**src/rtl/disp_i2c_pkg.sv**
```systemverilog
package disp_i2c_pkg;

  typedef enum logic [3:0] {
    L_IDLE, L_ADDR, L_AACK, L_WR, L_WACK, L_RD, L_RACK, L_RWAIT, L_RLOAD
  } link_state_t;

  typedef enum logic [2:0] {
    P_CMD, P_SET, P_DADDR, P_DATA, P_IGN
  } cmd_phase_t;

  typedef struct packed {
    logic       bias_half;
    logic [1:0] pin_mode;
    logic       osc_en;
    logic       disp_en;
    logic       vreg_en;
    logic [2:0] vreg_sel;
    logic [1:0] frame_sel;
    logic [1:0] blink_sel;
  } disp_cfg_t;

  localparam disp_cfg_t CFG_DEFAULT = '{
    bias_half: 1'b0, pin_mode: 2'b00, osc_en: 1'b0, disp_en: 1'b0,
    vreg_en: 1'b0, vreg_sel: 3'd0, frame_sel: 2'b10, blink_sel: 2'b00
  };

  localparam logic [7:0] OP_DATA  = 8'h80;
  localparam logic [7:0] OP_DRIVE = 8'h82;
  localparam logic [7:0] OP_SYS   = 8'h84;
  localparam logic [7:0] OP_FRAME = 8'h86;
  localparam logic [7:0] OP_BLINK = 8'h88;
  localparam logic [7:0] OP_VREG  = 8'h8A;
  localparam logic [7:0] OP_SRST  = 8'hAA;

endpackage

```
**src/rtl/disp_i2c_front.sv**
```systemverilog
module disp_i2c_front #(
  parameter int SYNC_STAGES = 2
) (
  input  logic clk,
  input  logic rst_n,
  input  logic scl_i,
  input  logic sda_i,
  output logic sda_s,
  output logic scl_rise,
  output logic scl_fall,
  output logic start_evt,
  output logic stop_evt
);

  logic [SYNC_STAGES-1:0] scl_sync_q, sda_sync_q;
  logic                   scl_prev_q, sda_prev_q;
  logic                   scl_s;

  always_ff @(posedge clk or negedge rst_n) begin
    if (!rst_n) begin
      scl_sync_q <= '1;
      sda_sync_q <= '1;
      scl_prev_q <= 1'b1;
      sda_prev_q <= 1'b1;
    end else begin
      scl_sync_q <= {scl_sync_q[SYNC_STAGES-2:0], scl_i};
      sda_sync_q <= {sda_sync_q[SYNC_STAGES-2:0], sda_i};
      scl_prev_q <= scl_s;
      sda_prev_q <= sda_s;
    end
  end

  assign scl_s     = scl_sync_q[SYNC_STAGES-1];
  assign sda_s     = sda_sync_q[SYNC_STAGES-1];
  assign scl_rise  = scl_s & ~scl_prev_q;
  assign scl_fall  = ~scl_s & scl_prev_q;
  assign start_evt = scl_s & scl_prev_q & sda_prev_q & ~sda_s;
  assign stop_evt  = scl_s & scl_prev_q & ~sda_prev_q & sda_s;

endmodule

```
**src/rtl/disp_i2c_link.sv**
```systemverilog
module disp_i2c_link import disp_i2c_pkg::*; #(
  parameter logic [6:0] SLAVE_ADDR = 7'b0111000
) (
  input  logic       clk,
  input  logic       rst_n,
  input  logic       sda_s,
  input  logic       scl_rise,
  input  logic       scl_fall,
  input  logic       start_evt,
  input  logic       stop_evt,
  input  logic [7:0] rd_data,
  output logic       sda_oe,
  output logic       wr_sel,
  output logic       wr_done,
  output logic [7:0] wr_byte,
  output logic       rd_adv
);

  link_state_t state_q, state_d;
  logic [3:0]  bit_q, bit_d;
  logic [7:0]  sh_q, sh_d;
  logic        rw_q, rw_d, mack_q, mack_d, oe_q, oe_d;
  logic        wsel_q, wsel_d, wdone_q, wdone_d, radv_q, radv_d;

  always_comb begin
    state_d = state_q;
    bit_d   = bit_q;
    sh_d    = sh_q;
    rw_d    = rw_q;
    mack_d  = mack_q;
    oe_d    = oe_q;
    wsel_d  = 1'b0;
    wdone_d = 1'b0;
    radv_d  = 1'b0;
    if (stop_evt) begin
      state_d = L_IDLE;
      oe_d    = 1'b0;
    end else if (start_evt) begin
      state_d = L_ADDR;
      bit_d   = 4'd0;
      oe_d    = 1'b0;
    end else begin
      case (state_q)
        L_ADDR, L_WR: begin
          if (scl_rise) begin
            sh_d  = {sh_q[6:0], sda_s};
            bit_d = bit_q + 4'd1;
          end else if (scl_fall && bit_q == 4'd8) begin
            if (state_q == L_WR) begin
              state_d = L_WACK;
              oe_d    = 1'b1;
            end else if (sh_q[7:1] == SLAVE_ADDR) begin
              state_d = L_AACK;
              oe_d    = 1'b1;
              rw_d    = sh_q[0];
            end else begin
              state_d = L_IDLE;
            end
          end
        end
        L_AACK: if (scl_fall) begin
          oe_d  = 1'b0;
          bit_d = 4'd0;
          if (rw_q) state_d = L_RLOAD;
          else begin
            state_d = L_WR;
            wsel_d  = 1'b1;
          end
        end
        L_WACK: if (scl_fall) begin
          oe_d    = 1'b0;
          bit_d   = 4'd0;
          state_d = L_WR;
          wdone_d = 1'b1;
        end
        L_RD: begin
          if (scl_rise) bit_d = bit_q + 4'd1;
          else if (scl_fall) begin
            if (bit_q == 4'd8) begin
              oe_d    = 1'b0;
              state_d = L_RACK;
            end else begin
              sh_d = {sh_q[6:0], 1'b0};
              oe_d = ~sh_q[6];
            end
          end
        end
        L_RACK: begin
          if (scl_rise) mack_d = ~sda_s;
          else if (scl_fall) begin
            if (mack_q) begin
              state_d = L_RWAIT;
              radv_d  = 1'b1;
            end else begin
              state_d = L_IDLE;
            end
          end
        end
        L_RWAIT: state_d = L_RLOAD;
        L_RLOAD: begin
          sh_d    = rd_data;
          oe_d    = ~rd_data[7];
          bit_d   = 4'd0;
          state_d = L_RD;
        end
        default: ;
      endcase
    end
  end

  always_ff @(posedge clk or negedge rst_n) begin
    if (!rst_n) begin
      state_q <= L_IDLE;
      bit_q   <= 4'd0;
      sh_q    <= 8'd0;
      rw_q    <= 1'b0;
      mack_q  <= 1'b0;
      oe_q    <= 1'b0;
      wsel_q  <= 1'b0;
      wdone_q <= 1'b0;
      radv_q  <= 1'b0;
    end else begin
      state_q <= state_d;
      bit_q   <= bit_d;
      sh_q    <= sh_d;
      rw_q    <= rw_d;
      mack_q  <= mack_d;
      oe_q    <= oe_d;
      wsel_q  <= wsel_d;
      wdone_q <= wdone_d;
      radv_q  <= radv_d;
    end
  end

  assign sda_oe  = oe_q;
  assign wr_sel  = wsel_q;
  assign wr_done = wdone_q;
  assign wr_byte = sh_q;
  assign rd_adv  = radv_q;

endmodule

```
**src/rtl/disp_cmd_regs.sv**
```systemverilog
module disp_cmd_regs import disp_i2c_pkg::*; #(
  parameter int ADDR_W      = 4,
  parameter int DATA_W      = 8,
  parameter int INIT_CYCLES = 32000
) (
  input  logic              clk,
  input  logic              rst_n,
  input  logic              wr_sel,
  input  logic              wr_done,
  input  logic [7:0]        wr_byte,
  input  logic              rd_adv,
  input  logic [ADDR_W-1:0] scan_addr,
  output logic [DATA_W-1:0] scan_data,
  output logic [DATA_W-1:0] rd_data,
  output disp_cfg_t         cfg,
  output logic [ADDR_W-1:0] ptr,
  output logic              busy,
  output logic              cmd_phase,
  output logic              data_phase
);

  localparam int DEPTH = 1 << ADDR_W;
  localparam int CNT_W = $clog2(INIT_CYCLES + 1);

  disp_cfg_t         cfg_q, cfg_d;
  cmd_phase_t        ph_q, ph_d;
  logic [7:0]        pend_q, pend_d;
  logic [ADDR_W-1:0] ptr_q, ptr_d, lim, ptr_inc;
  logic [CNT_W-1:0]  cnt_q, cnt_d;
  logic              mem_we;
  logic [DATA_W-1:0] mem_q [DEPTH];

  always_comb begin
    if (!cfg_q.pin_mode[1])     lim = ADDR_W'(DEPTH - 1);
    else if (!cfg_q.pin_mode[0]) lim = ADDR_W'(DEPTH - 3);
    else                        lim = ADDR_W'(DEPTH - 5);
    ptr_inc = (ptr_q >= lim) ? '0 : ptr_q + 1'b1;
  end

  always_comb begin
    cfg_d  = cfg_q;
    ph_d   = ph_q;
    pend_d = pend_q;
    ptr_d  = ptr_q;
    cnt_d  = (cnt_q != '0) ? cnt_q - 1'b1 : cnt_q;
    mem_we = 1'b0;
    if (wr_sel) begin
      ph_d = P_CMD;
    end else if (wr_done) begin
      case (ph_q)
        P_CMD: begin
          ph_d = P_IGN;
          if (cnt_q == '0) begin
            case (wr_byte)
              OP_SRST: begin
                cfg_d = CFG_DEFAULT;
                ptr_d = '0;
                cnt_d = CNT_W'(INIT_CYCLES);
              end
              OP_DATA: ph_d = P_DADDR;
              OP_DRIVE, OP_SYS, OP_FRAME, OP_BLINK, OP_VREG: begin
                pend_d = wr_byte;
                ph_d   = P_SET;
              end
              default: ;
            endcase
          end
        end
        P_SET: begin
          ph_d = P_IGN;
          case (pend_q)
            OP_DRIVE: begin
              cfg_d.bias_half = wr_byte[0];
              cfg_d.pin_mode  = wr_byte[5:4];
            end
            OP_SYS: begin
              cfg_d.osc_en  = wr_byte[1];
              cfg_d.disp_en = wr_byte[0];
            end
            OP_FRAME: cfg_d.frame_sel = wr_byte[1:0];
            OP_BLINK: cfg_d.blink_sel = wr_byte[1:0];
            OP_VREG: begin
              cfg_d.vreg_en  = wr_byte[4];
              cfg_d.vreg_sel = wr_byte[2:0];
            end
            default: ;
          endcase
        end
        P_DADDR: begin
          ptr_d = wr_byte[ADDR_W-1:0];
          ph_d  = P_DATA;
        end
        P_DATA: begin
          mem_we = 1'b1;
          ptr_d  = ptr_inc;
        end
        default: ;
      endcase
    end else if (rd_adv) begin
      ptr_d = ptr_inc;
    end
  end

  always_ff @(posedge clk or negedge rst_n) begin
    if (!rst_n) begin
      cfg_q  <= CFG_DEFAULT;
      ph_q   <= P_IGN;
      pend_q <= 8'd0;
      ptr_q  <= '0;
      cnt_q  <= '0;
    end else begin
      cfg_q  <= cfg_d;
      ph_q   <= ph_d;
      pend_q <= pend_d;
      ptr_q  <= ptr_d;
      cnt_q  <= cnt_d;
    end
  end

  for (genvar g = 0; g < DEPTH; g++) begin : g_row
    always_ff @(posedge clk) begin
      if (mem_we && ptr_q == ADDR_W'(g)) mem_q[g] <= wr_byte[DATA_W-1:0];
    end
  end

  assign rd_data    = mem_q[ptr_q];
  assign scan_data  = mem_q[scan_addr];
  assign cfg        = cfg_q;
  assign ptr        = ptr_q;
  assign busy       = (cnt_q != '0);
  assign cmd_phase  = (ph_q == P_CMD);
  assign data_phase = (ph_q == P_DATA);

endmodule

```
**src/rtl/disp_i2c_cmd_slave.sv**
```systemverilog
module disp_i2c_cmd_slave import disp_i2c_pkg::*; #(
  parameter int         ADDR_W      = 4,
  parameter int         DATA_W      = 8,
  parameter int         SYNC_STAGES = 2,
  parameter int         INIT_CYCLES = 32000,
  parameter logic [6:0] SLAVE_ADDR  = 7'b0111000
) (
  input  logic              clk,
  input  logic              rst_n,
  input  logic              scl_i,
  input  logic              sda_i,
  output logic              sda_oe,
  input  logic [ADDR_W-1:0] scan_addr,
  output logic [DATA_W-1:0] scan_data,
  output logic              bias_half,
  output logic [1:0]        pin_mode,
  output logic              osc_en,
  output logic              disp_en,
  output logic              vreg_en,
  output logic [2:0]        vreg_sel,
  output logic [1:0]        frame_sel,
  output logic [1:0]        blink_sel
);

  logic              sda_s, scl_rise, scl_fall, start_evt, stop_evt;
  logic              wr_sel, wr_done, rd_adv, busy, cmd_phase, data_phase;
  logic [7:0]        wr_byte, rd_byte;
  logic [DATA_W-1:0] rd_data;
  logic [ADDR_W-1:0] ptr;
  disp_cfg_t         cfg;

  disp_i2c_front #(.SYNC_STAGES(SYNC_STAGES)) u_front (
    .clk(clk), .rst_n(rst_n), .scl_i(scl_i), .sda_i(sda_i),
    .sda_s(sda_s), .scl_rise(scl_rise), .scl_fall(scl_fall),
    .start_evt(start_evt), .stop_evt(stop_evt)
  );

  assign rd_byte = 8'(rd_data);

  disp_i2c_link #(.SLAVE_ADDR(SLAVE_ADDR)) u_link (
    .clk(clk), .rst_n(rst_n), .sda_s(sda_s), .scl_rise(scl_rise),
    .scl_fall(scl_fall), .start_evt(start_evt), .stop_evt(stop_evt),
    .rd_data(rd_byte), .sda_oe(sda_oe), .wr_sel(wr_sel),
    .wr_done(wr_done), .wr_byte(wr_byte), .rd_adv(rd_adv)
  );

  disp_cmd_regs #(.ADDR_W(ADDR_W), .DATA_W(DATA_W), .INIT_CYCLES(INIT_CYCLES)) u_regs (
    .clk(clk), .rst_n(rst_n), .wr_sel(wr_sel), .wr_done(wr_done),
    .wr_byte(wr_byte), .rd_adv(rd_adv), .scan_addr(scan_addr),
    .scan_data(scan_data), .rd_data(rd_data), .cfg(cfg), .ptr(ptr),
    .busy(busy), .cmd_phase(cmd_phase), .data_phase(data_phase)
  );

  assign bias_half = cfg.bias_half;
  assign pin_mode  = cfg.pin_mode;
  assign osc_en    = cfg.osc_en;
  assign disp_en   = cfg.disp_en;
  assign vreg_en   = cfg.vreg_en;
  assign vreg_sel  = cfg.vreg_sel;
  assign frame_sel = cfg.frame_sel;
  assign blink_sel = cfg.blink_sel;

endmodule

```
**config.mk**
```make
export PLATFORM = sky130hd
export DESIGN_NAME = disp_i2c_cmd_slave
export DESIGN_NICKNAME = d
export VERILOG_FILES = /design/src/rtl/disp_i2c_pkg.sv /design/src/rtl/disp_i2c_front.sv /design/src/rtl/disp_i2c_link.sv /design/src/rtl/disp_cmd_regs.sv /design/src/rtl/disp_i2c_cmd_slave.sv
export SDC_FILE = /design/constraint.sdc
export NUM_CORES = 1
export LEC_CHECK = 0
export BUFFER_PORTS_ARGS = -buffer_cell sky130_fd_sc_hd__buf_4
export CAP_MARGIN = 20
export CELL_PAD_IN_SITES_DETAIL_PLACEMENT = 0
export CELL_PAD_IN_SITES_GLOBAL_PLACEMENT = 1
export CORE_MARGIN = 3
export CORE_UTILIZATION = 30
export DETAILED_ROUTE_END_ITERATION = 16
export HOLD_SLACK_MARGIN = 0.02
export PLACE_DENSITY = 0.49
export RECOVER_POWER = 100
export SLEW_MARGIN = 25
export SYNTH_ARGS = -nofsm -noshare
export SYNTH_HDL_FRONTEND = slang
export SYNTH_HIERARCHICAL = 1
export SYNTH_SLANG_ARGS = --single-unit
```
**constraint.sdc**
```tcl
create_clock -name clk -period 2.85 [get_ports clk]
set_clock_uncertainty 0.2 [all_clocks]
set_input_delay 0.57 -clock clk [delete_from_list [all_inputs] [get_ports clk]]
set_output_delay 0.57 -clock clk [all_outputs]
set_load 0.005 [all_outputs]
```
==> Word level (Yosys, flattened, before mapping) <==
Memory sizes are Yosys's and may differ from the RTL's.
Cells that the tools add are included.
{ "word_totals": {"mem_bits_rw": 128, "inputBits": 8, "memories": 1, "reg_bits": 71, "out_inout_bits": 22, "wordCells": 335} }
{ "classes": {"n_mux": 158, "n_reduce_logical": 62, "n_lt_le_gt_ge": 1, "add_sub_neg": 3, "n_eq_ne": 67, "bitwise_logic": 18} }
{ "memory_table": {"columns": ["memory", "depth", "word_bits", "rd", "rd_ports_with_merged_regs", "wr", "line_no", "text"], "rows": [
  ["u_regs.mem_q", 16, 8, 2, 0, 1, "disp_cmd_regs.sv:31", "logic [DATA_W-1:0] mem_q [DEPTH];"]
]} }
{ "ops": {"columns": ["op", "count"], "rows": [
  ["two-way mux 8 bit", 19],
  ["two-way mux 4 bit", 37],
  ["OR reduction 8 bit", 15],
  ["equality test 8 bit (second input constant)", 12],
  ["two-way mux 15 bit", 6],
  ["two-way mux 1 bit", 75],
  ["equality test 4 bit (second input constant)", 10],
  ["equality test 4 x 3 -> 1 bit (second input constant)", 8],
  ["AND reduction 6 bit", 5],
  ["!= test 4 x 3 -> 1 bit (second input constant)", 7],
  ["one-hot mux 4 bit (7 select lines)", 1],
  ["two-way mux 13 bit", 2],
  ["one-hot mux 13 bit (2 select lines)", 1],
  ["one-hot mux 4 bit (3 select lines)", 2],
  ["one-hot mux 8 bit (3 select lines)", 1],
  ["two-way mux 3 bit", 7],
  ["AND reduction 7 bit", 3],
  ["logical AND 1 bit", 17],
  ["equality test 4 x 2 -> 1 bit (second input constant)", 4],
  ["logical NOT 15 bit", 1],
  ["nonzero test 15 bit", 1],
  ["subtractor 15 x 1 -> 15 bit (second input constant)", 1],
  ["!= test 2 bit (second input constant)", 7],
  ["!= test 4 bit (second input constant)", 3],
  ["other kinds (31)", 64]
]} }

==> Depth between registers and ports, before layout <==
{ "logic_depth": {"depth_word": 23, "ltp_mapped": 8, "mapped_depth_nobuf": 7} }

==> Modules after synthesis <==
The synthesis kept the hierarchy.
{ "modules_own_cells": {"columns": ["module", "instances", "seq_area_each_um2", "area_each_um2", "cells_each"], "rows": [
  ["disp_cmd_regs", 1, 4922.2, 8139.1, 492],
  ["disp_i2c_link", 1, 550.5, 1580.3, 177],
  ["disp_i2c_front", 1, 157.7, 190.2, 10]
]} }

==> Worst setup path before layout <==
No wires, ideal clock.
{ "synth_timing": {"path_kind": "input to output", "startpoint": "input scan_addr[0]", "endpoint": "output scan_data[0]", "t_arrival_ns": 2.360, "path_buffers": 2, "t_required_ns": 2.080, "cell_stages": 4, "setup_slack_ns": -0.280, "path_cell_list": "clkbuf_1 > buf_1 > mux4_2 > mux4_2"} }
{ "synth_between": {"elab_chain_len": 1} }
{ "synth_rtl": {"columns": ["element", "line_no", "text"], "rows": [
  ["start: declaration", "disp_i2c_cmd_slave.sv:13", "input logic [ADDR_W-1:0] scan_addr,"],
  ["memory (16 x 8 bit)", null, null],
  ["end: declaration", "disp_i2c_cmd_slave.sv:14", "output logic [DATA_W-1:0] scan_data,"]
]} }
No other way between the ends.

==> Worst setup path in the final report <==
{ "layout_timing": {"startpoint": "input scan_addr[0]", "endpoint": "output scan_data[2]"} }
Same word-level chain as after synthesis.

==> summary.md <==
| Metric | Value |
|---|---|
| Status | `completed` |
| DR pass1 iterations | `4` |
| Max-slew headroom | `0.2089` |
| CTS Buf Count | `17` |
| Clock-pin slew on the worst setup and hold paths | `about 0.080 ns` |
| R2r startpoint | `u_link/wr_byte[0]$_DFFE_PN0P_` |
| First-pass GRT wire length | `39.46 mm` |
| Power per cell area | `just over 700 mW/mm²` |
| Die W | `187.7 µm` |
| Pins Over Slew Limit | `0` |
| Fin worst setup slack | `roughly 0.025 ns` |
| Most frequent cells in the layout | `128 x edfxtp_1, 80 x mux4_2, 62 x dfrtp_1, 46 x nor2_1, 46 x nand2_1` |
| Max Root-Sink Buffers | `2` |
| Layout cells sized above 1 | `0.2786` |
| Dpl hpwl | `around 18 mm` |
| Overall Power | `approximately 8.1 mW` |
| Hold path cells | `0` |
| Avg Inst Size Synth | `about 15 µm²` |
| Post-Syn Instances | `between 600 and 700` |
| CTS root buffer | `clkbuf_16` |
| Number of setup buffers added after CTS | `0` |
| Area Overhead vs Synth | `15.85%` |
| Maximum vdd ir drop | `~0.47 mV` |
| Vias/cell | `between 5 and 6` |
| Total wire length | `between 20 and 30 mm` |
| Vias | `a little over 6000` |
| Post-route setup TNS | `0 ns` |
| Non-filler instance count after layout | `around 1200` |
| Port Buffers | `29` |
| CP Max Fanout | `8` |
| Final hold viol count | `0` |
| Core area | `0.03204 mm²` |
| Number of instances in the placed design | `~1200` |
| Worst reg2reg path depth | `5` |
| Max-cap violation count | `0` |
| Flop-to-flop setup slack | `roughly 0.15 ns` |
| WP data arrival | `roughly 2.1 ns` |
| Fin Hold WS | `0.1640 ns` |
| Final Instance Area | `0.01147 mm²` |
| GPL Wtd Cong | `~0.8` |
| Nets@finish | `about 770` |
| CTS H-Tree Depth | `4` |
| Most common cell after layout, fill and taps aside | `edfxtp_1` |
| Actual slew at the worst max-slew pin | `1.187 ns` |
| Die area | `0.03522 mm²` |
| Initial antenna violation count | `0` |
| Worst endpoint required time | `between 2 and 2.5 ns` |
| FMAX | `354.0 MHz` |
| Pleak | `4.021 nW` |
| Vias in the first global route | `approximately 6400` |
| Largest net degree at the start of global routing | `37` |
| Initial core utilization | `0.3090` |
| # diodes | `0` |
| Die Ht | `around 190 µm` |
| Setup crit start kind | `input pin` |
| DR DRC count | `0` |
| All-Layer GR Usage | `0.1489` |
| Crit Path Category | `input pin to primary output` |
| Syn_nets | `695` |
| Hold path endpoint | `u_front/sda_sync_q[1]$_DFF_PN1_` |
| Number of rows in the core area | `between 60 and 70` |
| R2r endpoint | `u_regs/pend_q[1]$_DFFE_PN0P_` |
| Hold_sp | `u_front/sda_sync_q[0]$_DFF_PN1_` |
| Place WS | `-0.03961 ns` |
| Hold WC Path Type | `flip-flop to flip-flop` |
| Top-Level Pins | `30` |
| Final worst-path cycle share | `0.9911` |
| Clk_lat worst skew | `0.44 ns` |
| Ys Warns | `6` |
| CTS tree | `done` |
| Placed inst area | `between 0.01 and 0.015 mm²` |
| CTS sink count | `199` |
| Minimum clock period | `around 2.8 ns` |
| Routed Antenna Nets | `0` |
| Post-Synthesis Cell Area | `0.009901 mm²` |
| Finished Core Util | `0.3579` |
| RSZ-0062 raised after global routing | `true` |
| Routed length per instance | `approximately 22 µm` |
| 1st-iter DRT viols | `492` |
| Setup violations, final | `0` |
| Kind of end point of the critical path | `primary output` |
| Total congestion overflow | `0` |
cell type report:
class                      count  area [µm²]
fill                        3105       20570
sequential                   199        5632
timing repair buffer          89       648.1
inverter                      15       56.30
clock buffer                  17       425.4
tap                          435       544.3
multi-input combinational    426        4000
clock inverter                15       163.9
worst max-delay path by stage:
stage / start / to / slack, ns / cells past startpoint
floorplan: u_regs/ptr[0]$_DFFE_PN0P_ / u_link/sda_oe$_DFFE_PN0P_ / 0.01 / 8
global placement: scan_addr[0] / scan_data[4] / -0.04 / 5
detailed placement: scan_addr[0] / scan_data[4] / -0.04 / 5
CTS: scan_addr[0] / scan_data[7] / 0.01 / 5
global route: u_regs/mem_q[14][4]$_DFFE_PP_ / scan_data[4] / -0.01 / 3
finish: scan_addr[0] / scan_data[2] / 0.03 / 5
critical path, stage by stage:
cell and delay [ns]:
buf_6 0.14, buf_12 0.15, mux4_2 0.50, mux4_2 0.51, buf_4 0.17
where the power goes:
group          switching, mW  internal, mW  leakage (nW)
clock                   1.24          1.20         0.289
sequential             0.341          3.50          2.09
combinational           1.06         0.806          1.64
total                   2.64          5.50          4.02
state kept, by name (all words and copies together), names as in the netlist, 2 cells and up:
signal,flops
u_regs/mem_q,128
u_regs/pend_q,8
u_regs/cfg,13
u_link/state_q,4
u_front/scl_sync_q,2
u_regs/cnt_q,15
u_link/bit_q,4
u_link/wr_byte,8
u_front/sda_sync_q,2
u_regs/ph_q,3
u_regs/ptr,4
metal layers:
| metal | vias to the layer above | GRT usage | wire [µm] |
|---|---|---|---|
| li1 | 2807 | - | - |
| met1 | 3231 | 0.2015 | 11800 |
| met2 | 107 | 0.2495 | 12870 |
| met3 | 18 | 0.02468 | 844 |
| met4 | 0 | 0.03954 | 378 |
| met5 | - | 0 | 0 |
what timing repair did:
item,CTS,global route
resized for setup,3,3
hold buffers,3,0
gates cloned,0,1
hold endpoints to repair,30,0
endpoints found under the setup margin,6,2
Power figures use the tool's default switching activity.
